$ cat config.mk
export PLATFORM = sky130hd
export DESIGN_NAME = reload_timer
export DESIGN_NICKNAME = d
export VERILOG_FILES = /design/src/rtl/rt_pkg.sv /design/src/rtl/rt_decode.sv /design/src/rtl/rt_count.sv /design/src/rtl/rt_irq.sv /design/src/rtl/reload_timer.sv
export SDC_FILE = /design/constraint.sdc
export NUM_CORES = 1
export LEC_CHECK = 0
export CAP_MARGIN = 20
export CORE_MARGIN = 1
export CORE_UTILIZATION = 46
export CTS_CLUSTER_SIZE = 25
export DETAILED_ROUTE_END_ITERATION = 6
export PLACE_DENSITY = 0.77
export SLEW_MARGIN = 5
export SYNTH_ARGS = -nofsm -noshare
export SYNTH_HDL_FRONTEND = slang
export SYNTH_SLANG_ARGS = --single-unit
$ cat constraint.sdc
create_clock -name clk -period 2.43 [get_ports clk]
set_clock_uncertainty 0.1 [all_clocks]
set_input_delay 0.486 -clock clk [delete_from_list [all_inputs] [get_ports clk]]
set_output_delay 0.486 -clock clk [all_outputs]
set_load 0.005 [all_outputs]
$ cat src/rtl/rt_pkg.sv
package rt_pkg;

   localparam int unsigned OFS_LOAD  = 'h00;
   localparam int unsigned OFS_VALUE = 'h04;
   localparam int unsigned OFS_CTRL  = 'h08;
   localparam int unsigned OFS_CLEAR = 'h0C;

   localparam int unsigned CTL_EN_BIT  = 7;
   localparam int unsigned CTL_PER_BIT = 6;
   localparam int unsigned CTL_SRC_BIT = 3;

   typedef enum logic [1:0] {
      REG_LOAD  = 2'd0,
      REG_VALUE = 2'd1,
      REG_CTRL  = 2'd2,
      REG_CLEAR = 2'd3
   } rt_reg_e;

   typedef struct packed {
      logic en;
      logic periodic;
      logic src_hi;
   } rt_ctrl_t;

endpackage

$ cat src/rtl/rt_decode.sv
module rt_decode
   import rt_pkg::*;
#(
   parameter int ADDR_W = 8
) (
   input  logic [ADDR_W-1:0] addr,
   input  logic              wr,
   input  logic              rd,
   output logic              hit,
   output rt_reg_e           sel,
   output logic              we_load,
   output logic              we_ctrl,
   output logic              we_clear,
   output logic              re_any
);

   logic upper_zero;

   generate
      if (ADDR_W > 4) begin : g_upper
         assign upper_zero = ~|addr[ADDR_W-1:4];
      end else begin : g_exact
         assign upper_zero = 1'b1;
      end
   endgenerate

   always_comb begin
      sel      = rt_reg_e'(addr[3:2]);
      hit      = upper_zero && (addr[1:0] == 2'b00);
      we_load  = wr && hit && (sel == REG_LOAD);
      we_ctrl  = wr && hit && (sel == REG_CTRL);
      we_clear = wr && hit && (sel == REG_CLEAR);
      re_any   = rd;
   end

endmodule

$ cat src/rtl/rt_count.sv
module rt_count #(
   parameter int CNT_W = 16
) (
   input  logic             clk,
   input  logic             rst_n,
   input  logic             en,
   input  logic             periodic,
   input  logic             src_hi,
   input  logic             tick_hi,
   input  logic             tick_lo,
   input  logic             load_we,
   input  logic [CNT_W-1:0] load_val,
   input  logic [CNT_W-1:0] reload,
   output logic [CNT_W-1:0] count,
   output logic             underflow
);

   localparam logic [CNT_W-1:0] WRAP_VAL = {CNT_W{1'b1}};
   localparam logic [CNT_W-1:0] ONE      = {{(CNT_W-1){1'b0}}, 1'b1};

   logic             sel_tick;
   logic             step;
   logic             at_zero;
   logic [CNT_W-1:0] count_q;
   logic [CNT_W-1:0] next_after_zero;

   always_comb begin
      sel_tick        = src_hi ? tick_hi : tick_lo;
      step            = en && sel_tick && !load_we;
      at_zero         = (count_q == '0);
      underflow       = step && at_zero;
      next_after_zero = periodic ? reload : WRAP_VAL;
   end

   always_ff @(posedge clk) begin
      if (!rst_n) begin
         count_q <= '0;
      end else if (load_we) begin
         count_q <= load_val;
      end else if (step) begin
         count_q <= at_zero ? next_after_zero : (count_q - ONE);
      end
   end

   assign count = count_q;

endmodule

$ cat src/rtl/rt_irq.sv
module rt_irq (
   input  logic clk,
   input  logic rst_n,
   input  logic set,
   input  logic clr,
   output logic irq
);

   logic irq_q;

   always_ff @(posedge clk) begin
      if (!rst_n) begin
         irq_q <= 1'b0;
      end else if (set) begin
         irq_q <= 1'b1;
      end else if (clr) begin
         irq_q <= 1'b0;
      end
   end

   assign irq = irq_q;

endmodule

$ cat src/rtl/reload_timer.sv
module reload_timer
   import rt_pkg::*;
#(
   parameter int ADDR_W = 8,
   parameter int DATA_W = 32,
   parameter int CNT_W  = 16
) (
   input  logic              clk,
   input  logic              rst_n,
   input  logic [ADDR_W-1:0] bus_addr,
   input  logic [DATA_W-1:0] bus_wdata,
   input  logic              bus_wr,
   input  logic              bus_rd,
   output logic [DATA_W-1:0] bus_rdata,
   input  logic              tick_hi_en,
   input  logic              tick_lo_en,
   output logic              irq
);

   localparam int PAD_W = DATA_W - CNT_W;

   generate
      if (CNT_W < 2 || CNT_W > DATA_W) begin : g_bad_cnt
         $error("reload_timer: CNT_W must lie in 2..DATA_W");
      end
      if (DATA_W < 8) begin : g_bad_data
         $error("reload_timer: DATA_W must hold control bit 7");
      end
      if (ADDR_W < 4) begin : g_bad_addr
         $error("reload_timer: ADDR_W must reach offset 0x0C");
      end
   endgenerate

   logic             hit;
   rt_reg_e          sel;
   logic             we_load;
   logic             we_ctrl;
   logic             we_clear;
   logic             re_any;
   logic [CNT_W-1:0] wr_val;
   logic [CNT_W-1:0] load_q;
   logic [CNT_W-1:0] count;
   logic             underflow;
   rt_ctrl_t         ctl_q;
   logic             ctl_en;
   logic             ctl_per;
   logic             ctl_src;
   logic [DATA_W-1:0] count_ext;
   logic [DATA_W-1:0] load_ext;
   logic [DATA_W-1:0] ctrl_rd;
   logic [DATA_W-1:0] rd_mux;
   logic [DATA_W-1:0] rdata_q;
   wire               unused_wdata = ^bus_wdata;

   assign wr_val  = bus_wdata[CNT_W-1:0];
   assign ctl_en  = ctl_q.en;
   assign ctl_per = ctl_q.periodic;
   assign ctl_src = ctl_q.src_hi;

   rt_decode #(.ADDR_W(ADDR_W)) u_dec (
      .addr     (bus_addr),
      .wr       (bus_wr),
      .rd       (bus_rd),
      .hit      (hit),
      .sel      (sel),
      .we_load  (we_load),
      .we_ctrl  (we_ctrl),
      .we_clear (we_clear),
      .re_any   (re_any)
   );

   always_ff @(posedge clk) begin
      if (!rst_n) begin
         load_q <= '0;
         ctl_q  <= '0;
      end else begin
         if (we_load) begin
            load_q <= wr_val;
         end
         if (we_ctrl) begin
            ctl_q.en       <= bus_wdata[CTL_EN_BIT];
            ctl_q.periodic <= bus_wdata[CTL_PER_BIT];
            ctl_q.src_hi   <= bus_wdata[CTL_SRC_BIT];
         end
      end
   end

   rt_count #(.CNT_W(CNT_W)) u_cnt (
      .clk       (clk),
      .rst_n     (rst_n),
      .en        (ctl_en),
      .periodic  (ctl_per),
      .src_hi    (ctl_src),
      .tick_hi   (tick_hi_en),
      .tick_lo   (tick_lo_en),
      .load_we   (we_load),
      .load_val  (wr_val),
      .reload    (load_q),
      .count     (count),
      .underflow (underflow)
   );

   rt_irq u_irq (
      .clk   (clk),
      .rst_n (rst_n),
      .set   (underflow),
      .clr   (we_clear),
      .irq   (irq)
   );

   generate
      if (PAD_W == 0) begin : g_full
         assign count_ext = count;
         assign load_ext  = load_q;
      end else begin : g_pad
         assign count_ext = {{PAD_W{1'b0}}, count};
         assign load_ext  = {{PAD_W{1'b0}}, load_q};
      end
   endgenerate

   always_comb begin
      ctrl_rd              = '0;
      ctrl_rd[CTL_EN_BIT]  = ctl_q.en;
      ctrl_rd[CTL_PER_BIT] = ctl_q.periodic;
      ctrl_rd[CTL_SRC_BIT] = ctl_q.src_hi;
      rd_mux               = '0;
      if (hit) begin
         case (sel)
            REG_LOAD:  rd_mux = load_ext;
            REG_VALUE: rd_mux = count_ext;
            REG_CTRL:  rd_mux = ctrl_rd;
            default:   rd_mux = '0;
         endcase
      end
   end

   always_ff @(posedge clk) begin
      if (!rst_n) begin
         rdata_q <= '0;
      end else if (re_any) begin
         rdata_q <= rd_mux;
      end
   end

   assign bus_rdata = rdata_q;

endmodule

[Word-level counts from Yosys, hierarchy flattened]
Cells that the tools add are included.
Operators by class
  mux-type cells: 9
  reduce and logical (&&, ||, !) cells: 16
  add/subtract/negate cells: 1
  equal/unequal tests: 3
Operators by type and width (number)
  16-bit 2-to-1 mux: 5
  16-bit one-hot mux with 3 select lines: 1
  16-bit zero test: 1
  16-bit by 1-bit subtractor with 16-bit output, second input constant: 1
  1-bit logical AND: 8
  2-bit equality test, second input constant: 2
  2-bit zero test: 2
  2-bit nonzero test: 2
  4-bit OR reduction: 1
  1-bit 2-to-1 mux: 3
  2-bit by 1-bit equality test with 1-bit output, second input constant: 1
  1-bit zero test: 2
Word-level totals
  logic and storage cells: 36
  input bits: 46
  flip-flop bits (word level): 68
  output and inout bits: 33

[Logic depth before layout (Yosys ltp)]
Gate-level depths: netlist of run 1.
  depth after elaboration: 9
  mapped depth: 8
  gate-level depth less buffers: 7

[Modules after synthesis]
From an unflattened synthesis of run 1, not the netlist that was laid out.
Second synthesis, totals
  cell total of the unflattened synthesis: 336
  area, all modules: 3041.7 um^2
By module, submodules not included
  reload_timer: area an instance 1720.4 um^2, cells an instance 174, seq. area each 700.7 um^2, instances 1
  rt_count: area an instance 1207.4 um^2, cells an instance 148, seq. area each 320.3 um^2, instances 1
  rt_decode: area an instance 72.6 um^2, cells an instance 11, seq. area each 0.0 um^2, instances 1
  rt_irq: area an instance 41.3 um^2, cells an instance 3, seq. area each 20.0 um^2, instances 1

[Worst setup path before layout of run 1]
No wires, ideal clock.
  kind: register to register
  start point: register u_cnt.count_q[0], in the netlist u_cnt.count[0]
  end point: register u_cnt.count_q[7], in the netlist u_cnt.count[7]
  setup slack: 0.515 ns
  cell stages (with the launch flop): 9
  period minus slack after synthesis: 1.915 ns
  required time: 2.213 ns
  arrival: 1.697 ns
  library setup time: 0.117 ns
  buffers on the path: 1
  cells stage by stage: dfxtp_1 -> inv_1 -> ha_1 -> nor2b_1 -> and2_1 -> buf_2 -> nand2_4 -> or3_1 -> a32o_1
On the way
  longest elaborated chain between the ends: 4
  elaborated cells between the ends (all ways): 5
  those cells by class: add/sub (1); mux (3); reduce/logical (1)
RTL lines
  start: declaration: line rt_count.sv:24  | logic [CNT_W-1:0] count_q;
  start signal: assignment: line rt_count.sv:39  | count_q <= load_val;
  start signal: assignment: line rt_count.sv:41  | count_q <= at_zero ? next_after_zero : (count_q - ONE);
  16-bit by 1-bit subtractor with 16-bit output / 16-bit zero test (equally long branches): line rt_count.sv:41, rt_count.sv:30
  16-bit 2-to-1 mux (*): line rt_count.sv:41
  16-bit 2-to-1 mux (*): line rt_count.sv:40  | end else if (step) begin
  16-bit 2-to-1 mux (*): line rt_count.sv:38  | end else if (load_we) begin
Mark *: on every way between the ends. The rest lies on a longest branch, timed or not. The select of a mux whose other input is x is not followed.
A chain may end at the register's enable or synchronous reset.

[Worst setup path in the final report of run 1]
  start point: register u_cnt.count_q[7], in the netlist u_cnt.count[7]
  end point: register u_cnt.count_q[15], in the netlist u_cnt.count[15]
The elaborated chain is that of the path after synthesis.

==> run_results.csv, run 1 <==
group,metric,value,unit
setup_path,worst-path-buf-inv,0,
layout,fin_util,59.5,%
global_routing,grt_pass1_wl,12500,µm
cts,cts_buffers,5,
setup_path,reg2reg_from,"u_cnt.count[7]",
logic_synthesis,avgSynthCellArea,8.21,µm²
pwr,vdd_ir_drop_max,0.000214,V
logic_synthesis,yosysWarnings,0,
timing,rsz0062_at_grt,"false",
routing,vias,2778,
global_routing,met2_usage,42.5,%
cts,clockRootBuffer,"clkbuf_8",
layout,fillCellCount,550,
logic_synthesis,ys.flop_type,"dfxtp_1",
timing,slew_viol_final,0,
global_routing,antenna_found_initial,0,
global_routing,grt_util_all_layers,24.9,%
pwr,finalPower,1.50,mW
floorplan,fp-row-count,28,
cts,cts_setup_buffers,0,
timing,worstMarginPinSlew,593,ps
routing,drtAntennaViolNets,0,
setup_path,crit_path_start_kind,"register",
timing,fmax,454,MHz
setup_path,arrival,2320,ps
logic_synthesis,seq_area_frac_synth,36.2,%
setup_path,crit_path_max_incr_delay,470,ps
setup_path,cpMaxStageDelayCell,"and4_1",
timing,slew_headroom,60.4,%
layout,fin_nets,455,
global_routing,grt-busiest-layer,"met2",
min_path,min_from,"load_q[4]",
layout,layout-drive-gt1-share,10.3,%
setup_path,startpoint,"u_cnt.count[7]",
global_routing,grt_pass1_vias,2587,
logic_synthesis,synth_edf_count,0,
setup_path,worstPathCellList,"nor4_4, and4_1, nand4_2, or3_1, o2111a_1",
setup_path,rrSetupSlack,230,ps
floorplan,fp.dieH,81.0,µm
layout,syn2layout_area_growth,23.9,%
cts,htreeDepth,2,
place,dp.final_hpwl,5700,µm
routing,drtIter0Drc,259,
routing,first_pass_iters,4,
global_routing,grt_use_met3,3.82,%
min_path,min_path_type,"register to register",
setup_path,rr_worst_depth,5,
setup_path,crit_path_end_kind,"register",
cts,postCtsResizedCells,0,
setup_path,cp_max_fo,8,
flow_run,max_cap_viol_count,0,
global_routing,grt_max_degree,22,
outcome,outcome,"completed",
cts,holdBufCountCts,0,
logic_synthesis,synth_cell_type_count,58,
timing,fin_crit,2200,ps
cts,cts_tree,"yes",
routing,wl,7570,µm
setup_path,cp.depth,5,
setup_path,critPathRequiredTime,2540,ps
timing,finalHoldViolCount,0,
logic_synthesis,synth-async-reset-ratio,0,%
setup_path,crit_path_end,"u_cnt.count[15]",
logic_synthesis,syn_inst,350,
routing,post_drt_wl_per_cell,15.7,µm
global_routing,overflow,0,
cts,cts.clk_slew.worst_paths,90,ps
setup_path,critical_path_class,"register to register",
timing,setup_viol,0,
place,portBuffers,46,
timing,fin_crit_sh,90.7,%
cts,clock_latency,310,ps
setup_path,crit_family,"simple AND/OR/NAND/NOR gates",
pwr,power.density,422,nW/µm²
routing,drc,0,
floorplan,start_util,48.0,%
setup_path,r2r-end,"u_cnt.count[15]",
cts,clock_path_buffers,2,
layout,final_common_cell,"dfxtp_1",
layout,final_cell_mix,"52 x dfxtp_1, 46 x clkdlybuf4s50_1, 44 x nand2_1",
place,gp_congestion,0.915,
pwr,p_leak,1.35,nW
timing,tns,0,ps
logic_synthesis,ys_ff_latch,52,
floorplan,core_area,5990,µm²
cts,cts.sinks,52,
floorplan,die_area,6570,µm²
routing,avgViaCountPerCell,5.75,
floorplan,die_width,81.0,µm
layout,antenna_cells,0,
global_routing,use_met1,31.8,%
logic_synthesis,netlist_area,2870,µm²
floorplan,num_io_pins,79,
[state kept, by name, indices dropped and copies added (netlist names)]
name / cells
bus_rdata: 16
ctl_en: 1
ctl_per: 1
ctl_src: 1
load_q: 16
u_cnt.count: 16
u_irq.irq: 1
[cells in the mapped netlist (all sizes together) (3+ instances only)]
| library cell | n | area share [%] |
|---|---|---|
| nand4 | 4 | 1.1 |
| nor3 | 9 | 2.1 |
| o221ai | 3 | 0.91 |
| xnor2 | 4 | 1.2 |
| nand2 | 45 | 6.1 |
| buf | 24 | 5.7 |
| nor2 | 35 | 4.6 |
| o211ai | 4 | 1.0 |
| mux2i | 20 | 7.0 |
| o31ai | 3 | 0.78 |
| a2bb2oi | 16 | 4.9 |
| and2 | 3 | 0.65 |
| clkbuf | 14 | 1.8 |
| a31oi | 3 | 0.65 |
| or3 | 5 | 1.1 |
| nand3 | 10 | 1.7 |
| nor4 | 3 | 1.4 |
| o311ai | 3 | 0.91 |
| inv | 6 | 0.78 |
| o21ai | 11 | 1.9 |
| dfxtp | 52 | 36 |
| a21oi | 35 | 6.1 |
[cells by family after synthesis]
logic type / count (synthesis) / share of synthesized area (%)
mux: 21 / 7.36
simple gates: 126 / 21.9
other cells: 1 / 0.130
xor+xnor: 6 / 1.83
buf+inv: 44 / 8.36
fa+ha+maj: 2 / 0.871
compound gates: 98 / 23.3
flops: 52 / 36.2
[layer usage]
metal  vias up  part of all wire (%)
met2        63                    48
li1       1349                     -
met4         0                   1.3
met1      1358                    47
met3         8                   4.0
met5         -                     0
[worst min path at each step]
stage	endpoint	slack, ps	depth (start not counted)
3_3_place_gp	load_q[7]	360	2
5_1_grt	load_q[0]	410	2
2_1_floorplan	load_q[9]	340	2
3_5_place_dp	load_q[14]	360	2
6_report	load_q[4]	380	2
4_1_cts	load_q[14]	380	2
[where the power goes]
group          leakage [nW]  switching, mW  internal (mW)
combinational         0.882         0.0694         0.0683
sequential            0.419        0.00136          0.852
clock                0.0510          0.284          0.228
[layout make-up]
cell class | count | area [µm²] | area share (%)
Tap cell | 75 | 93.8 | 2.63
Timing Repair Buffer | 73 | 663 | 18.6
Multi-Input combinational cell | 269 | 1650 | 46.3
Inverter | 6 | 22.5 | 0.632
Clock inverter | 2 | 10.0 | 0.281
Clock buffer | 6 | 82.6 | 2.32
Sequential cell | 52 | 1040 | 29.2
[per-stage QoR]
step           instances  hold WS [ps]  setup slack, ps  cell area (µm²)
2_1_floorplan        365           344              515             2930
3_3_place_gp         475           356             55.5             3470
3_5_place_dp         475           364            -73.4             3470
4_1_cts              483           378              226             3560
5_1_grt              483           410             51.2             3560
6_report             483           378              226             3560
[worst reg2reg max path: cells and delay by family, from the launching register on]
kind,cells,cell delay [ps]
DFF,1,400
and+or+nand+nor,4,1490
AOI/OAI and AO/OA,1,130
(Power assumes the default switching activity.)
==> inputs of run 2 (changes only) <==
--- a/config.mk
+++ b/config.mk
@@ -7,10 +7,10 @@
 export LEC_CHECK = 0
 export CAP_MARGIN = 20
 export CORE_MARGIN = 1
-export CORE_UTILIZATION = 46
+export CORE_UTILIZATION = 25
 export CTS_CLUSTER_SIZE = 25
 export DETAILED_ROUTE_END_ITERATION = 6
-export PLACE_DENSITY = 0.77
+export SETUP_SLACK_MARGIN = 0.1
 export SLEW_MARGIN = 5
 export SYNTH_ARGS = -nofsm -noshare
 export SYNTH_HDL_FRONTEND = slang
==> run_results.csv, run 2 (synthesis results as in run 1) <==
group,metric,value,unit
setup_path,crit_path_start_kind,"register",
setup_path,critical_path_class,"register to register",
routing,drtIter0Drc,194,
floorplan,fp.dieH,109,µm
floorplan,die_area,11900,µm²
layout,fin_util,33.5,%
timing,fin_crit,2170,ps
global_routing,overflow,0,
routing,drtAntennaViolNets,0,
setup_path,critPathRequiredTime,2510,ps
cts,cts.sinks,52,
layout,fillCellCount,1180,
place,gp_congestion,0.880,
timing,worstMarginPinSlew,611,ps
routing,drc,0,
cts,cts_setup_buffers,0,
timing,setup_viol,0,
setup_path,r2r-end,"u_cnt.count[15]",
routing,first_pass_iters,4,
cts,cts_tree,"yes",
flow_run,max_cap_viol_count,0,
timing,fmax,462,MHz
setup_path,crit_path_max_incr_delay,430,ps
cts,clock_latency,290,ps
timing,finalHoldViolCount,0,
place,portBuffers,46,
floorplan,core_area,11000,µm²
global_routing,grt_use_met3,2.63,%
pwr,p_int,1.41,mW
setup_path,worstPathCellList,"nor4_4, and4_1, nand4_2, or3_1, o2111a_1",
pwr,switching_share,22.0,%
timing,slew_headroom,59.2,%
place,place_ws,-76.6,ps
floorplan,die_width,109,µm
place,dp.cells,536,
setup_path,crit_path_end,"u_cnt.count[15]",
layout,layout-drive-gt1-share,9.90,%
layout,fin_nets,451,
layout,antenna_cells,0,
layout,syn2layout_area_growth,28.7,%
global_routing,grt_max_degree,23,
routing,vias,2715,
timing,tns,0,ps
cts,clockRootBuffer,"clkbuf_16",
routing,wl,8220,µm
setup_path,reg2reg_from,"u_cnt.count[7]",
pwr,p_sw,0.397,mW
timing,fin_crit_sh,89.1,%
layout,final_common_cell,"dfxtp_1",
global_routing,grt_pass1_wl,13800,µm
global_routing,grt_util_all_layers,14.9,%
pwr,power.clock.fraction,45.1,%
floorplan,start_util,26.1,%
setup_path,crit_path_end_kind,"register",
min_path,min_path_type,"register to register",
setup_path,rrSetupSlack,260,ps
global_routing,grt-busiest-layer,"met2",
routing,avgViaCountPerCell,4.99,
pwr,p_seq_share,47.2,%
global_routing,met2_usage,25.1,%
layout,final_cell_mix,"52 x dfxtp_1, 46 x clkdlybuf4s50_1, 44 x nand2_1",
cts,htreeDepth,2,
pwr,power.density,489,nW/µm²
setup_path,rr_worst_depth,5,
global_routing,grt_pass1_vias,2680,
setup_path,cp_max_fo,6,
routing,post_drt_wl_per_cell,15.1,µm
cts,cts_buffers,5,
min_path,min_from,"load_q[7]",
setup_path,arrival,2250,ps
timing,fin_ws,265,ps
pwr,vdd_ir_drop_max,0.000292,V
cts,clock_path_buffers,2,
cts,cts.clk_slew.worst_paths,70,ps
setup_path,startpoint,"u_cnt.count[7]",
global_routing,antenna_found_initial,0,
floorplan,fp-row-count,38,
outcome,outcome,"completed",
pwr,p_leak,1.36,nW
floorplan,num_io_pins,79,
layout,stdcell_count,544,
timing,rsz0062_at_grt,"false",
setup_path,cpMaxStageDelayCell,"and4_1",
global_routing,use_met1,19.5,%
pwr,pwr-share-comb,7.7,%
pwr,finalPower,1.81,mW
place,dp.final_hpwl,6140,µm
timing,slew_viol_final,0,
[run 2: cell count changes in the layout (fill, tap and decap cells not counted), sizes merged]
cell,change
clkbuf,-1
clkinv,-2
inv,+1
buf,-4
bufinv,+1
clkinvlp,+1
[run 2: worst min-delay path by stage]
stage	to	slack (ps)	cells past startpoint
floorplan	load_q[9]	340	2
global placement	load_q[7]	350	2
detailed placement	load_q[7]	360	2
CTS	load_q[7]	370	2
global route	load_q[13]	400	2
finish	load_q[7]	370	2
[run 2: repair_timing]
action | in CTS | in global routing
setup endpoints to repair | 0 | 4
hold buffers | 0 | 0
gates resized for setup | 0 | 2
[run 2: through the flow]
step	instance area (µm²)	hold WS, ps
finish	3700	371
global route	3700	399
CTS	3690	372
detailed placement	3520	363
global placement	3520	355
floorplan	2930	344
[run 2: power groups by stage]
stage | combinational, mW | sequential [mW] | clock (mW)
after floorplan | 0.0773 | 0.874 | 0
final | 0.139 | 0.854 | 0.814
after global routing | 0.153 | 0.854 | 0.870
after global placement | 0.137 | 0.874 | 0
after CTS | 0.139 | 0.854 | 0.837
after detailed placement | 0.138 | 0.874 | 0
[run 2: routing by layer]
layer / up-vias / part of all wire (%)
met1: 1296 / 44
li1: 1342 / -
met4: 0 / 0.54
met2: 73 / 51
met5: - / 0
met3: 4 / 5.1
[run 2: area by class of cell]
cell class	instances	area [µm²]	share of cell area (%)
Multi-Input combinational cell	269	1660	44.8
Sequential cell	52	1040	28.1
Timing Repair Buffer	69	633	17.1
Tap cell	140	175	4.73
Clock buffer	5	125	3.38
Clock inverter	3	46.3	1.25
Inverter	6	22.5	0.609
[run 2: worst max-delay path, delay by kind of cell (launching register included)]
family	cells	cell delay, ps
AND/OR/NAND/NOR	4	1440
AO/OA/AOI/OAI	1	140
flip-flops	1	380
